### config.mk
export PLATFORM = sky130hd
export DESIGN_NAME = hilo_divider
export DESIGN_NICKNAME = d
export VERILOG_FILES = /design/src/rtl/hilo_div_pkg.sv /design/src/rtl/hilo_div_ctrl.sv /design/src/rtl/hilo_div_datapath.sv /design/src/rtl/hilo_divider.sv
export SDC_FILE = /design/constraint.sdc
export NUM_CORES = 1
export LEC_CHECK = 0
export ABC_AREA = 1
export BUFFER_PORTS_ARGS = -buffer_cell sky130_fd_sc_hd__buf_2
export CAP_MARGIN = 10
export CORE_ASPECT_RATIO = 0.9
export CORE_MARGIN = 2
export CORE_UTILIZATION = 47
export CTS_CLUSTER_DIAMETER = 80
export DETAILED_ROUTE_END_ITERATION = 8
export PLACE_DENSITY = 0.67
export SLEW_MARGIN = 5
export SYNTH_ARGS = -nofsm -noshare
export SYNTH_HDL_FRONTEND = slang
export SYNTH_SLANG_ARGS = --single-unit
### constraint.sdc
create_clock -name clk -period 3.2 [get_ports clk]
set_input_delay 0.8 -clock clk [delete_from_list [all_inputs] [get_ports clk]]
set_output_delay 0.8 -clock clk [all_outputs]
set_load 0.05 [all_outputs]
### src/rtl/hilo_div_pkg.sv
`timescale 1ns/1ps
package hilo_div_pkg;
  localparam int CODE_W = 6;

  localparam logic [CODE_W-1:0] FN_MFHI = 6'h10;
  localparam logic [CODE_W-1:0] FN_MTHI = 6'h11;
  localparam logic [CODE_W-1:0] FN_MFLO = 6'h12;
  localparam logic [CODE_W-1:0] FN_MTLO = 6'h13;
  localparam logic [CODE_W-1:0] FN_DIVS = 6'h1a;
  localparam logic [CODE_W-1:0] FN_DIVU = 6'h1b;

  // Strobes from control to datapath
  typedef struct packed {
    logic loadOps;   // capture operands, start a division
    logic signedOp;  // qualifies loadOps
    logic step;      // one shift-subtract iteration
    logic commit;    // final iteration, write HI/LO
    logic writeHi;
    logic writeLo;
    logic readHi;
    logic readLo;
  } divStrobes_t;
endpackage

### src/rtl/hilo_div_ctrl.sv
`timescale 1ns/1ps
module hilo_div_ctrl
  import hilo_div_pkg::*;
#(
  parameter int DATA_W = 32
) (
  input  logic              clk,
  input  logic              rstN,
  input  logic              cmdValid,
  input  logic [CODE_W-1:0] cmdCode,
  output divStrobes_t       strobes,
  output logic              busy,
  output logic              done
);
  localparam int CNT_W = $clog2(DATA_W) + 1;
  localparam logic [CNT_W-1:0] LAST_STEP = CNT_W'(DATA_W - 1);

  logic             busyR;
  logic             doneR;
  logic [CNT_W-1:0] stepCnt;
  logic             idleCmd;
  logic             isDiv;

  assign idleCmd = cmdValid && !busyR;
  assign isDiv   = (cmdCode == FN_DIVS) || (cmdCode == FN_DIVU);

  always_comb begin
    strobes          = '0;
    strobes.loadOps  = idleCmd && isDiv;
    strobes.signedOp = (cmdCode == FN_DIVS);
    strobes.step     = busyR;
    strobes.commit   = busyR && (stepCnt == LAST_STEP);
    strobes.writeHi  = idleCmd && (cmdCode == FN_MTHI);
    strobes.writeLo  = idleCmd && (cmdCode == FN_MTLO);
    strobes.readHi   = cmdValid && (cmdCode == FN_MFHI);
    strobes.readLo   = cmdValid && (cmdCode == FN_MFLO);
  end

  always_ff @(posedge clk or negedge rstN) begin
    if (!rstN) begin
      busyR   <= 1'b0;
      doneR   <= 1'b0;
      stepCnt <= '0;
    end else begin
      doneR <= strobes.commit;
      if (strobes.loadOps) begin
        busyR   <= 1'b1;
        stepCnt <= '0;
      end else if (strobes.commit) begin
        busyR   <= 1'b0;
        stepCnt <= '0;
      end else if (busyR) begin
        stepCnt <= stepCnt + 1'b1;
      end
    end
  end

  assign busy = busyR;
  assign done = doneR;
endmodule

### src/rtl/hilo_div_datapath.sv
`timescale 1ns/1ps
module hilo_div_datapath
  import hilo_div_pkg::*;
#(
  parameter int DATA_W = 32
) (
  input  logic              clk,
  input  logic              rstN,
  input  divStrobes_t       strobes,
  input  logic [DATA_W-1:0] opA,
  input  logic [DATA_W-1:0] opB,
  output logic [DATA_W-1:0] resultOut,
  output logic [DATA_W-1:0] hiVal,
  output logic [DATA_W-1:0] loVal
);
  logic [DATA_W-1:0] divisorR, remR, quoR, hiR, loR, resR;
  logic              negQuoR, negRemR;

  logic              aNeg, bNeg;
  logic [DATA_W-1:0] aMag, bMag;
  logic [DATA_W:0]   shifted;
  logic [DATA_W-1:0] diff, nextRem, nextQuo, quoFinal, remFinal;
  logic              borrow;

  // Operand magnitudes for the signed variant
  assign aNeg = strobes.signedOp && opA[DATA_W-1];
  assign bNeg = strobes.signedOp && opB[DATA_W-1];
  assign aMag = aNeg ? (~opA + 1'b1) : opA;
  assign bMag = bNeg ? (~opB + 1'b1) : opB;

  // One restoring iteration; the remainder always stays below the divisor,
  // so a modular DATA_W-bit difference is exact when no borrow occurs
  assign shifted = {remR, quoR[DATA_W-1]};
  assign borrow  = shifted < {1'b0, divisorR};
  assign diff    = shifted[DATA_W-1:0] - divisorR;
  assign nextRem = borrow ? shifted[DATA_W-1:0] : diff;
  assign nextQuo = {quoR[DATA_W-2:0], ~borrow};

  assign quoFinal = negQuoR ? (~nextQuo + 1'b1) : nextQuo;
  assign remFinal = negRemR ? (~nextRem + 1'b1) : nextRem;

  always_ff @(posedge clk or negedge rstN) begin
    if (!rstN) begin
      divisorR <= '0;
      remR     <= '0;
      quoR     <= '0;
      negQuoR  <= 1'b0;
      negRemR  <= 1'b0;
    end else if (strobes.loadOps) begin
      divisorR <= bMag;
      remR     <= '0;
      quoR     <= aMag;
      // a zero divisor keeps the all-ones quotient unsigned
      negQuoR  <= (aNeg ^ bNeg) && (opB != '0);
      negRemR  <= aNeg;
    end else if (strobes.step) begin
      remR <= nextRem;
      quoR <= nextQuo;
    end
  end

  always_ff @(posedge clk or negedge rstN) begin
    if (!rstN) begin
      hiR <= '0;
      loR <= '0;
    end else if (strobes.commit) begin
      hiR <= remFinal;
      loR <= quoFinal;
    end else begin
      if (strobes.writeHi) hiR <= opA;
      if (strobes.writeLo) loR <= opA;
    end
  end

  always_ff @(posedge clk or negedge rstN) begin
    if (!rstN)               resR <= '0;
    else if (strobes.readHi) resR <= hiR;
    else if (strobes.readLo) resR <= loR;
  end

  assign resultOut = resR;
  assign hiVal     = hiR;
  assign loVal     = loR;
endmodule

### src/rtl/hilo_divider.sv
`timescale 1ns/1ps
module hilo_divider
  import hilo_div_pkg::*;
#(
  parameter int DATA_W = 32
) (
  input  logic              clk,
  input  logic              rstN,
  input  logic              cmdValid,
  input  logic [CODE_W-1:0] cmdCode,
  input  logic [DATA_W-1:0] opA,
  input  logic [DATA_W-1:0] opB,
  output logic [DATA_W-1:0] resultOut,
  output logic              busy,
  output logic              done
);
  divStrobes_t       strobes;
  logic [DATA_W-1:0] hiVal, loVal;

  hilo_div_ctrl #(.DATA_W(DATA_W)) u_ctrl (
    .clk      (clk),
    .rstN     (rstN),
    .cmdValid (cmdValid),
    .cmdCode  (cmdCode),
    .strobes  (strobes),
    .busy     (busy),
    .done     (done)
  );

  hilo_div_datapath #(.DATA_W(DATA_W)) u_dp (
    .clk       (clk),
    .rstN      (rstN),
    .strobes   (strobes),
    .opA       (opA),
    .opB       (opB),
    .resultOut (resultOut),
    .hiVal     (hiVal),
    .loVal     (loVal)
  );
endmodule

# Yosys cells after proc, flatten, opt, wreduce, memory -nomap -nowiden
# Index checks and enable logic that the tools add are counted.
# word_totals
reg_bits	202
latchBits	0
ram_bits	0
romBits	0
in_bits	73
output_inout_bits	34
elab_cells	70
mem_count	0
# op_classes
addsub	6
mul	0
div	0
n_lt_le_gt_ge	1
n_eq_ne	7
shifts	0
muxes	20
bitwise	6
n_reduce_logical	19
# op_table
cell	n
two-way mux 32 bit	15
adder 32 x 1 -> 32 bit, second input constant	4
inverter 32 bit	4
== test 6 x 5 -> 1 bit, second input constant	7
< comparator 33 x 32 -> 1 bit	1
nonzero test 32 bit	1
subtractor 32 bit	1
two-way mux 6 bit	3
logical AND 1 bit	10
nonzero test 2 bit	5
adder 6 x 1 -> 6 bit, second input constant	1
nonzero test 3 bit	1
two-way mux 1 bit	2
zero test 1 bit	1
logical OR 1 bit	1
inverter 1 bit	1
bitwise XOR 1 bit	1

# Longest topological paths before layout
# logic_depth
depth_word	6
mapped_depth	25

# By module
# Synthesis repeated with hierarchy kept, for this count alone.
# hier_totals
cells_unflattened	2200
hier_area_um2	14745.4
# modules_own_cells
mod	instances	cells_per_inst	area_each_um2
hilo_div_datapath	1	2132	14258.7
hilo_div_ctrl	1	68	486.7

# Worst setup path before layout
# No wires, ideal clock.
# synth_timing
kind	register -> register
startpoint	register u_dp.remR[23]
endpoint	register u_dp.loR[28], in the netlist u_dp.loVal[28]
setup_ps	138
t_arrival_ps	3243
slack_ps	-181
stages_incl_launch_ff	19
n_path_buf	1
path_cell_list	dfrtp_1 ha_1 a21oi_1 o21ai_1 nand2b_4 a21oi_4 nand2_4 inv_2 buf_2 ha_1 nand2_1 nor4_2 nand3_1 nor3_1 nand4_1 nand2_1 o21ai_0 o21ai_0 o211ai_1
# synth_via
elab_chain_cells	6
# synth_rtl
element	line_no	text
start, declared	hilo_div_datapath.sv:16	logic [DATA_W-1:0] divisorR, remR, quoR, hiR, loR, resR;
start signal, assigned	hilo_div_datapath.sv:57	remR <= nextRem;
< comparator 33 x 32 -> 1 bit	hilo_div_datapath.sv:34	assign borrow = shifted < {1'b0, divisorR};
inverter 1 bit	hilo_div_datapath.sv:37	assign nextQuo = {quoR[DATA_W-2:0], ~borrow};
inverter 32 bit	hilo_div_datapath.sv:39	assign quoFinal = negQuoR ? (~nextQuo + 1'b1) : nextQuo;
adder 32 x 1 -> 32 bit	hilo_div_datapath.sv:39	
two-way mux 32 bit	hilo_div_datapath.sv:39	
two-way mux 32 bit	hilo_div_datapath.sv:66	end else if (strobes.commit) begin
end signal, assigned	hilo_div_datapath.sv:68	loR <= quoFinal;
end signal, assigned	hilo_div_datapath.sv:71	if (strobes.writeLo) loR <= opA;
end, declared	hilo_div_datapath.sv:16	
# No other way between the ends.
# A chain may end at the register's enable or synchronous reset.

# Worst setup path in the final report
# layout_timing
startpoint	register u_dp.remR[23]
endpoint	register u_dp.loR[22], in the netlist u_dp.loVal[22]
# Same word-level chain as after synthesis.

==> flow_metrics.env <==
export IMPL_cap_violations=0
export IMPL_grt_met1_usage_pct=47.8
export IMPL_setup_viol=0
export IMPL_numClockSinks=202
export IMPL_io_buffers=106
export IMPL_max_freq_ghz=0.319
export IMPL_cp_start_kind="flop"
export IMPL_area_growth_pct=25.3
export IMPL_grt_antenna_before_repair=0
export IMPL_use_met2_pct=45.6
export IMPL_hold_buffers=0
export IMPL_die_width_um=191
export IMPL_core_area_um2=30900
export IMPL_grt_pass1_vias=14400
export IMPL_finalWirelength_um=54000
export IMPL_synthCells=2190
export IMPL_status="finished, final reports clean"
export IMPL_ys_ff_latch=202
export IMPL_end_kind="flop"
export IMPL_fin_cells=2877
export IMPL_n_antenna_cell=0
export IMPL_ys_flop_type="dfrtp_1"
export IMPL_synth_edff_count=0
export IMPL_whs_ns=0.324
export IMPL_crit_type="reg2reg"
export IMPL_finalInstanceArea_um2=18500
export IMPL_place_inst=2814
export IMPL_drtIter0Drc=1665
export IMPL_syn_nets=2301
export IMPL_ff2ff_setup_slack_ns=0.06
export IMPL_dr_pass1_iters=6
export IMPL_grt_busiest_layer="met1"
export IMPL_post_dp_cell_area_um2=17000
export IMPL_grt_use_total_pct=32.6
export IMPL_ys_top_cells_by_area="dfrtp_1 (34%), nand2_1 (18%), inv_1 (7.5%), nand3_1 (5.5%), o21ai_0 (4.5%)"
export IMPL_p_per_area_nw_per_um2=1100
export IMPL_slew_headroom_pct=46.6
export IMPL_grt_pass1_wl_um=81600
export IMPL_drc=0
export IMPL_netlist_area_leader_share_pct=34.2
export IMPL_die_area_um2=32900
export IMPL_holdCritPathClass="in2async"
export IMPL_via_per_inst=5.48
export IMPL_postRouteAntennaNets=0
export IMPL_num_rows=61
export IMPL_fin_crit_sh_pct=98.0
export IMPL_hold_violations=0
export IMPL_grt_setup_unrepaired="yes"
export IMPL_cts_tree="done"
export IMPL_numCtsBuffers=24
export IMPL_clockBufferDepth=3
export IMPL_ys_types=52
export IMPL_p_leak_uw=0.00942
export IMPL_crit_required_ns=3.59
export IMPL_synthArstFlopShare_pct=100
export IMPL_htree_levels=1
export IMPL_slew_violations=0
export IMPL_ys_seq_area_share_pct=34.2
export IMPL_avgRoutedWirePerCell_um=18.8
export IMPL_nFillCells=2934
export IMPL_arrival_ns=3.53
export IMPL_start_util_pct=47.8
export IMPL_gp_congestion=0.973
export IMPL_grt_use_met3_pct=9.84
export IMPL_ff_latch_area_um2=5060
export IMPL_dp_final_hpwl_um=41900
export IMPL_overflow=0
export IMPL_cts_clk_slew_worst_paths_ns=0.07
export IMPL_synthesis_area_um2=14800
export IMPL_die_height_um=172
export IMPL_fin_crit_ns=3.14
export IMPL_grt_max_degree=76
export IMPL_insertion_delay_ns=0.53
export IMPL_clockRootBuffer="clkbuf_16"
export IMPL_tightestPinTransition_ns=0.792
export IMPL_layout_nets=2563
export IMPL_multi_input_area_um2=8770
export IMPL_final_util_pct=59.9
export IMPL_ir_drop_mv=0.489
export IMPL_setup_tns_ns=0
export IMPL_yosysWarnings=0
export IMPL_yosysTopAreaCell="dfrtp_1"
export IMPL_crit_fanout=3
export IMPL_io_pins=107
export IMPL_clock_skew_ns=0.0168
export IMPL_vias=15800
export IMPL_syn_area_per_cell_um2=6.75
export IMPL_drive_above_1_share_pct=22.2
==> cell families after synthesis <==
logic type,Yosys count,synth area share (%)
mux,32,2.44
flops,202,34.2
simple gates,1125,32.0
fa+ha+maj,38,3.27
buf+inv,388,10.2
compound gates,342,14.1
xor+xnor,63,3.73
==> sequential cells by signal, indices dropped and copies added (netlist names) <==
register / cells
u_dp.remR: 32
u_dp.loVal: 32
u_dp.divisorR: 32
u_dp.quoR: 32
u_dp.resultOut: 32
u_dp.negRemR: 1
u_dp.negQuoR: 1
u_ctrl.done: 1
u_ctrl.stepCnt: 6
u_dp.hiVal: 32
u_ctrl.busy: 1
==> area by class of cell <==
cell class,instances,share of cell area [%]
clock inverters,6,0.453
clock buffers,36,3.93
inverters,309,6.32
flip-flops and latches,202,27.3
repair buffers,315,11.9
multi-input cells,1600,47.4
well taps,409,2.76
==> what timing repair did <==
| action | in CTS | in global routing |
|---|---|---|
| buffers inserted | 4 | 17 |
| resized for setup | 17 | 107 |
| pin swaps | 4 | 25 |
| cloned | 0 | 1 |
| endpoints found under the setup margin | 35 | 46 |
==> Yosys cell counts (all sizes together), types with 3 or more instances <==
| cell | n |
|---|---|
| nand2 | 711 |
| inv | 307 |
| dfrtp | 202 |
| nor2 | 181 |
| nand3 | 164 |
| o21ai | 145 |
| a21oi | 62 |
| clkbuf | 53 |
| xor2 | 44 |
| o221ai | 41 |
| ha | 37 |
| o22ai | 37 |
| mux2 | 32 |
| buf | 26 |
| nor3 | 24 |
| o211ai | 24 |
| xnor2 | 19 |
| nand4 | 17 |
| nor4 | 11 |
| or2 | 11 |
| o21bai | 10 |
| a31oi | 6 |
| a31o | 5 |
| o31ai | 3 |
| o41ai | 3 |
==> metrics by stage <==
step / setup slack (ns) / power (µW)
floorplan: 0.0319 / 11600
global placement: -0.0693 / 16200
detailed placement: -0.145 / 16300
CTS: 0.0134 / 19400
global route: -0.0565 / 22000
finish: 0.0641 / 20400
==> cells in the final DEF, fill, tap and decap left out, types with 33 or more instances in the layout <==
cell type / instances
a21oi_1: 56
buf_2: 105
buf_4: 203
dfrtp_1: 201
inv_1: 272
inv_2: 33
nand2_1: 663
nand2_2: 38
nand3_1: 154
nor2_1: 161
o21ai_0: 131
o221ai_1: 41
o22ai_1: 37
xor2_1: 43
==> worst paths after layout <==
| path | startpoint | end | depth (start not counted) |
|---|---|---|---|
| hold / removal | rstN | u_dp.divisorR[24]$_DFFE_PN0P_ | 1 |
| setup reg to reg | u_dp.remR[23]$_DFFE_PN0P_ | u_dp.loVal[22]$_DFFE_PN0P_ | 16 |
| setup / recovery | u_dp.remR[23]$_DFFE_PN0P_ | u_dp.loVal[22]$_DFFE_PN0P_ | 16 |
| min in group clk | u_dp.divisorR[25]$_DFFE_PN0P_ | u_dp.divisorR[25]$_DFFE_PN0P_ | 2 |
| hold reg to reg | u_dp.divisorR[25]$_DFFE_PN0P_ | u_dp.divisorR[25]$_DFFE_PN0P_ | 2 |
| max in group asynchronous | rstN | u_dp.loVal[27]$_DFFE_PN0P_ | 2 |
==> metal layers <==
metal  vias up  routed length (µm)
met5         -                 115
met4         2                1500
met3        90                5490
met2       679               22000
met1      7378               24900
li1       7630                   -
==> critical path, stage by stage, from the launching register on <==
cell      delay (ns)
dfrtp_1         0.43
ha_4            0.28
a21oi_2         0.15
o21ai_1         0.11
nand2b_4        0.17
a21oi_4         0.22
nand2_8         0.10
inv_8           0.09
ha_4            0.15
nand2_4         0.06
nor4_4          0.17
nand3_2         0.17
o21ai_2         0.18
inv_2           0.07
o21ai_0         0.38
buf_4           0.19
o211ai_1        0.07
==> power by group <==
group | total, µW | internal (µW) | switching [µW]
sequential | 4310 | 3530 | 781
combinational | 13300 | 5190 | 8090
clock | 2830 | 1720 | 1110
(Power assumes the default switching activity.)
